`src/rtl/mcg_rand_pkg.sv`:
```
package mcg_rand_pkg;

   localparam logic [63:0] MCG_MULT_64  = 64'd6364136223846793005;
   localparam logic [63:0] MCG_RESET_64 = 64'hcafef00dd15ea5e5;

   typedef enum logic [1:0] {
      OP_IDLE = 2'd0,
      OP_STEP = 2'd1,
      OP_SEED = 2'd2
   } mcg_op_e;

   // seed load wins over a word request in the same cycle
   function automatic mcg_op_e mcg_decode(input logic load, input logic req);
      if (load)     return OP_SEED;
      else if (req) return OP_STEP;
      else          return OP_IDLE;
   endfunction

endpackage

```
`src/rtl/mcg_rand_state.sv`:
```
module mcg_rand_state
   import mcg_rand_pkg::*;
#(
   parameter int unsigned          STATE_W     = 64,
   parameter logic [STATE_W-1:0]   MULT        = STATE_W'(MCG_MULT_64),
   parameter logic [STATE_W-1:0]   RESET_STATE = STATE_W'(MCG_RESET_64)
) (
   input  logic               clk,
   input  logic               rst,
   input  mcg_op_e            op,
   input  logic [STATE_W-1:0] seed,
   output logic [STATE_W-1:0] st_q
);

   logic [STATE_W-1:0] seed_odd;
   logic [STATE_W-1:0] mul_in;
   logic [STATE_W-1:0] mul_out;
   logic [STATE_W-1:0] st_d;

   // one shared multiplier: the seed path folds in the discarded first step
   always_comb begin
      seed_odd = (seed << 1) | STATE_W'(1);
      mul_in   = (op == OP_SEED) ? seed_odd : st_q;
      mul_out  = mul_in * MULT;
      st_d     = (op == OP_IDLE) ? st_q : mul_out;
   end

   always_ff @(posedge clk) begin
      if (rst) st_q <= RESET_STATE;
      else     st_q <= st_d;
   end

endmodule

```
`src/rtl/mcg_rand_perm.sv`:
```
module mcg_rand_perm #(
   parameter int unsigned STATE_W   = 64,
   parameter int unsigned OUT_W     = 32,
   parameter int unsigned CNT_W     = 3,
   parameter int unsigned XSHIFT    = 22,
   parameter bit          MUX_SHIFT = 1'b0
) (
   input  logic [STATE_W-1:0] st,
   output logic [OUT_W-1:0]   word
);

   localparam int unsigned NSEL   = 2 ** CNT_W;
   localparam int unsigned CNT_LO = STATE_W - CNT_W;

   logic [STATE_W-1:0] folded;
   logic [CNT_W-1:0]   cnt;

   assign cnt    = st[STATE_W-1:CNT_LO];
   assign folded = st ^ (st >> XSHIFT);

   generate
      if (MUX_SHIFT) begin : g_mux
         logic [OUT_W-1:0] cand [NSEL];
         for (genvar k = 0; k < NSEL; k++) begin : g_cand
            assign cand[k] = OUT_W'(folded >> (XSHIFT + k));
         end
         assign word = cand[cnt];
      end else begin : g_barrel
         assign word = OUT_W'(folded >> (XSHIFT + 32'(cnt)));
      end
   endgenerate

endmodule

```
`src/rtl/mcg_rand32.sv`:
```
module mcg_rand32
   import mcg_rand_pkg::*;
#(
   parameter int unsigned        STATE_W     = 64,
   parameter int unsigned        OUT_W       = 32,
   parameter int unsigned        CNT_W       = 3,
   parameter int unsigned        XSHIFT      = 22,
   parameter logic [STATE_W-1:0] MULT        = STATE_W'(MCG_MULT_64),
   parameter logic [STATE_W-1:0] RESET_STATE = STATE_W'(MCG_RESET_64),
   parameter bit                 MUX_SHIFT   = 1'b0
) (
   input  logic               clk,
   input  logic               rst,
   input  logic               seed_load,
   input  logic [STATE_W-1:0] seed,
   input  logic               next,
   output logic [OUT_W-1:0]   rnd,
   output logic               rnd_valid
);

   localparam int unsigned MAX_SHIFT = XSHIFT + (2 ** CNT_W) - 1;

   generate
      if (CNT_W < 1 || CNT_W > 6) begin : g_bad_cnt
         $error("CNT_W must lie in 1..6");
      end
      if (MAX_SHIFT + OUT_W > STATE_W) begin : g_bad_width
         $error("largest output shift runs past the state width");
      end
      if (MULT[0] != 1'b1) begin : g_bad_mult
         $error("MULT must be odd to keep the state odd");
      end
      if (RESET_STATE[0] != 1'b1) begin : g_bad_reset
         $error("RESET_STATE must be odd");
      end
   endgenerate

   mcg_op_e            op;
   logic [STATE_W-1:0] st_q;
   logic [OUT_W-1:0]   perm_w;

   assign op = mcg_decode(seed_load, next);

   mcg_rand_state #(
      .STATE_W     (STATE_W),
      .MULT        (MULT),
      .RESET_STATE (RESET_STATE)
   ) u_state (
      .clk  (clk),
      .rst  (rst),
      .op   (op),
      .seed (seed),
      .st_q (st_q)
   );

   mcg_rand_perm #(
      .STATE_W   (STATE_W),
      .OUT_W     (OUT_W),
      .CNT_W     (CNT_W),
      .XSHIFT    (XSHIFT),
      .MUX_SHIFT (MUX_SHIFT)
   ) u_perm (
      .st   (st_q),
      .word (perm_w)
   );

   always_ff @(posedge clk) begin
      if (rst) begin
         rnd       <= '0;
         rnd_valid <= 1'b0;
      end else begin
         rnd_valid <= (op == OP_STEP);
         if (op == OP_STEP) rnd <= perm_w;
      end
   end

endmodule

```
`config.mk`:
```
export PLATFORM = sky130hd
export DESIGN_NAME = mcg_rand32
export DESIGN_NICKNAME = d
export VERILOG_FILES = /design/src/rtl/mcg_rand_pkg.sv /design/src/rtl/mcg_rand_state.sv /design/src/rtl/mcg_rand_perm.sv /design/src/rtl/mcg_rand32.sv
export SDC_FILE = /design/constraint.sdc
export NUM_CORES = 2
export LEC_CHECK = 0
export CAP_MARGIN = 20
export CORE_MARGIN = 2
export CORE_UTILIZATION = 43
export CTS_CLUSTER_DIAMETER = 50
export DETAILED_ROUTE_END_ITERATION = 16
export DONT_BUFFER_PORTS = 1
export HOLD_SLACK_MARGIN = 0.06
export PLACE_DENSITY = 0.66
export SYNTH_ARGS = -nofsm -noshare
export SYNTH_HDL_FRONTEND = slang
export SYNTH_SLANG_ARGS = --single-unit
```
`constraint.sdc`:
```
create_clock -name clk -period 15.4 [get_ports clk]
set_input_delay 2.31 -clock clk [delete_from_list [all_inputs] [get_ports clk]]
set_output_delay 2.31 -clock clk [all_outputs]
set_load 0.01 [all_outputs]
```
==> flow_summary.ini <==
[run_status]
status = finished, final reports clean

[global_routing]
grt_util_all_layers = 0.280
grt_max_degree = 79
grt_pass1_wl_mm = 183
antenna_found_initial = 1
grt_pass1_vias = 27600
grt_overflow_total = 0

[timing]
final-hold-violation-count = 0
period_minus_slack_ns = 11.11
relSlewSlack = 0.272
fin_crit_sh = 0.722
fin_skew_ns = 0.00952
maxSlewViolCount = 0
tns_ns = 0
final-setup-viol-count = 0
fmax_ghz = 0.0900
rsz0062_at_grt = no
worst_slew_pin_slew_ns = 1.06

[detailed_routing]
drt_iter0_markers = 2082
drc = 0
dr_wl_met2_mm = 55.7
m1WireLength_mm = 53.3
vias_per_cell = 5.25
wl_per_cell_um = 25.2
drt-pass1-iter-count = 5
ant_nets = 0
drt_wl_total_mm = 124
wl_met3_mm = 8.25
topRoutingLayerUsed = met5
via_count = 25800

[clocking]
cts_buffer_depth = 2
clock_latency_ns = 0.37
root_buffer = clkbuf_16
clkSinkCount = 97
cts_hold_buf = 0
htreeDepth = 3
numCtsBuffers = 9
cts_setup_buffers = 0
cts_tree = yes
clk_pin_slew_worst_paths_ns = 0.07
cts-resized-gates = 0

[setup_path]
r2r-end = u_state.st_q[40]
r2r-start = u_state.st_q[18]
rrSetupSlack_ns = 5.96
cpMaxStageDelayCell = a2111oi_0
path_delay_family = adder cells
critical_path_buf_inv_count = 7
critPathKind = in2reg
crit_path_end_kind = flip-flop
worstSetupStartpointType = input port
cpPeakStageDelay_ns = 0.96
worst-path-max-fanout = 70
required_ns = 15.70
cp_data_arrival_time_ns = 11.42
r2r.worst_path.cells = 26
path_depth = 26
timing.critical_path.mode_cell = fa_1

[cells_and_area]
final_cell_mix = inv_1, fa_1, ha_1, nand2_1, a21oi_1
fin_nets = 5308
seq_area_sq_um = 1940
layout_commonest_cell = inv_1
drive_above_1_share = 0.0273
fill_cells = 8470
syn2layout_area_growth_pct = 4.40
multi_input_area_sq_um = 31500

[synth]
avgSynthCellArea_sq_um = 10.1
synth_cell_types = 65
seq_area_frac_synth = 0.0507
async_flop_share = 0
syn_nets = 5344
synth_edf_count = 0
synthCells = 3773
syn_area_sq_um = 38300
synth-main-ff-cell = dfxtp_1
ys_ff_latch = 97
ys.warnings.count = 0

[die]
die_h_um = 302
die_w_um = 302
pin_count = 101
initial_core_util = 0.433
num_rows = 109
coreArea_sq_um = 88400
die-area_sq_um = 91400

[placement]
gp_congestion = 1.05
dp_hpwl_mm = 111
numPortBuffers = 0

[min_path]
holdPathStages = 2
whs_endpoint = u_state.st_q[3]
min_from = u_state.st_q[3]
min_path_type = reg2reg

[flow_run]
drv_cap = 0
==> cell usage after synthesis, types with 3 or more instances <==
cell type | number | area [sq um]
a211oi_1 | 34 | 255
a21boi_0 | 3 | 22.5
a21o_1 | 34 | 255
a21oi_1 | 112 | 561
a31o_2 | 3 | 26.3
a31oi_1 | 6 | 37.5
and2_1 | 5 | 31.3
and3_1 | 12 | 75.1
and4_1 | 3 | 26.3
buf_1 | 9 | 33.8
clkbuf_1 | 56 | 210
dfxtp_1 | 97 | 1940
fa_1 | 904 | 18100
ha_1 | 599 | 7490
inv_1 | 1231 | 4620
mux2_2 | 37 | 417
mux2i_1 | 60 | 601
mux4_2 | 9 | 203
nand2_1 | 122 | 458
nand2b_1 | 7 | 43.8
nand3_1 | 26 | 130
nand4_1 | 10 | 62.6
nor2_1 | 92 | 345
nor2b_1 | 5 | 31.3
nor3_1 | 7 | 35.0
o211ai_1 | 33 | 248
o21a_1 | 11 | 82.6
o21ai_0 | 53 | 265
o21bai_1 | 4 | 30.0
o31ai_1 | 6 | 45.0
or2_2 | 9 | 56.3
xnor2_1 | 81 | 709
xor2_1 | 52 | 455
==> area by class of cell <==
class | count | share of cell area
Timing Repair Buffer | 21 | 0.00507
Multi-Input combinational cell | 2375 | 0.787
Antenna cell | 1 | 0.0000626
Inverter | 1233 | 0.116
Clock buffer | 12 | 0.00617
Tap cell | 1165 | 0.0365
Clock inverter | 3 | 0.000626
Sequential cell | 97 | 0.0486
==> layer usage <==
layer	up-vias	GRT usage
li1	11300	-
met4	2	0.118
met2	912	0.437
met5	-	0
met1	13400	0.394
met3	183	0.0345
==> kinds of logic (layout without fill, tap and decap cells) <==
logic type | count (synthesis) | after routing | synth area share
adder cells (fa/ha/maj) | 1503 | 1503 | 0.668
buffers and inverters | 1301 | 1269 | 0.128
AO/OA/AOI/OAI | 321 | 321 | 0.0534
AND/OR/NAND/NOR | 310 | 310 | 0.0363
XOR/XNOR | 135 | 135 | 0.0316
multiplexers | 106 | 106 | 0.0319
flip-flops | 97 | 97 | 0.0507
other | 0 | 1 | 0
==> worst max-delay path by stage <==
stage | startpoint | endpoint | slack [ns]
after global placement | seed_load | u_state.st_q[63] | 3.63
after CTS | seed_load | u_state.st_q[63] | 4.01
final | seed_load | u_state.st_q[40] | 4.29
after floorplan | seed_load | u_state.st_q[63] | 4.04
after detailed placement | seed_load | u_state.st_q[63] | 3.60
after global routing | seed_load | u_state.st_q[40] | 4.03
==> stage by stage <==
step / cells / hold slack (ns) / cell area [sq um] / setup slack, ns / util
2_1_floorplan: 3773 / 0.429 / 38300 / 4.04 / -
3_3_place_gp: 4888 / 0.434 / 39600 / 3.63 / 0.448
3_5_place_dp: 4889 / 0.442 / 39700 / 3.60 / 0.449
4_1_cts: 4904 / 0.450 / 39900 / 4.01 / 0.452
5_1_grt: 4906 / 0.482 / 40000 / 4.03 / 0.452
6_report: 4907 / 0.451 / 40000 / 4.29 / 0.452
==> sequential cells by signal (all words and copies together) (netlist names) <==
signal        flops
rnd              32
u_state.st_q     64
rnd_valid         1
==> worst reg2reg max path: stages (launching register included) <==
cell and delay, ns:
dfxtp_1 0.33, mux2i_1 0.46, inv_1 0.52, fa_1 0.70
inv_1 0.08, fa_1 0.40, fa_1 0.55, inv_1 0.05
fa_1 0.43, fa_1 0.49, inv_1 0.05, fa_1 0.48
inv_1 0.05, fa_1 0.47, fa_1 0.56, inv_1 0.08
fa_1 0.56, inv_1 0.07, ha_1 0.37, a21oi_1 0.33
nor4b_1 0.25, o21ai_0 0.19, a2111oi_0 0.96, o31ai_1 0.31
xor2_1 0.37, nand2_1 0.09, a21oi_1 0.17
Power is left out: the tool's default activity adds up to more than one toggle a clock period on the data nets, which glitch-free logic cannot reach.
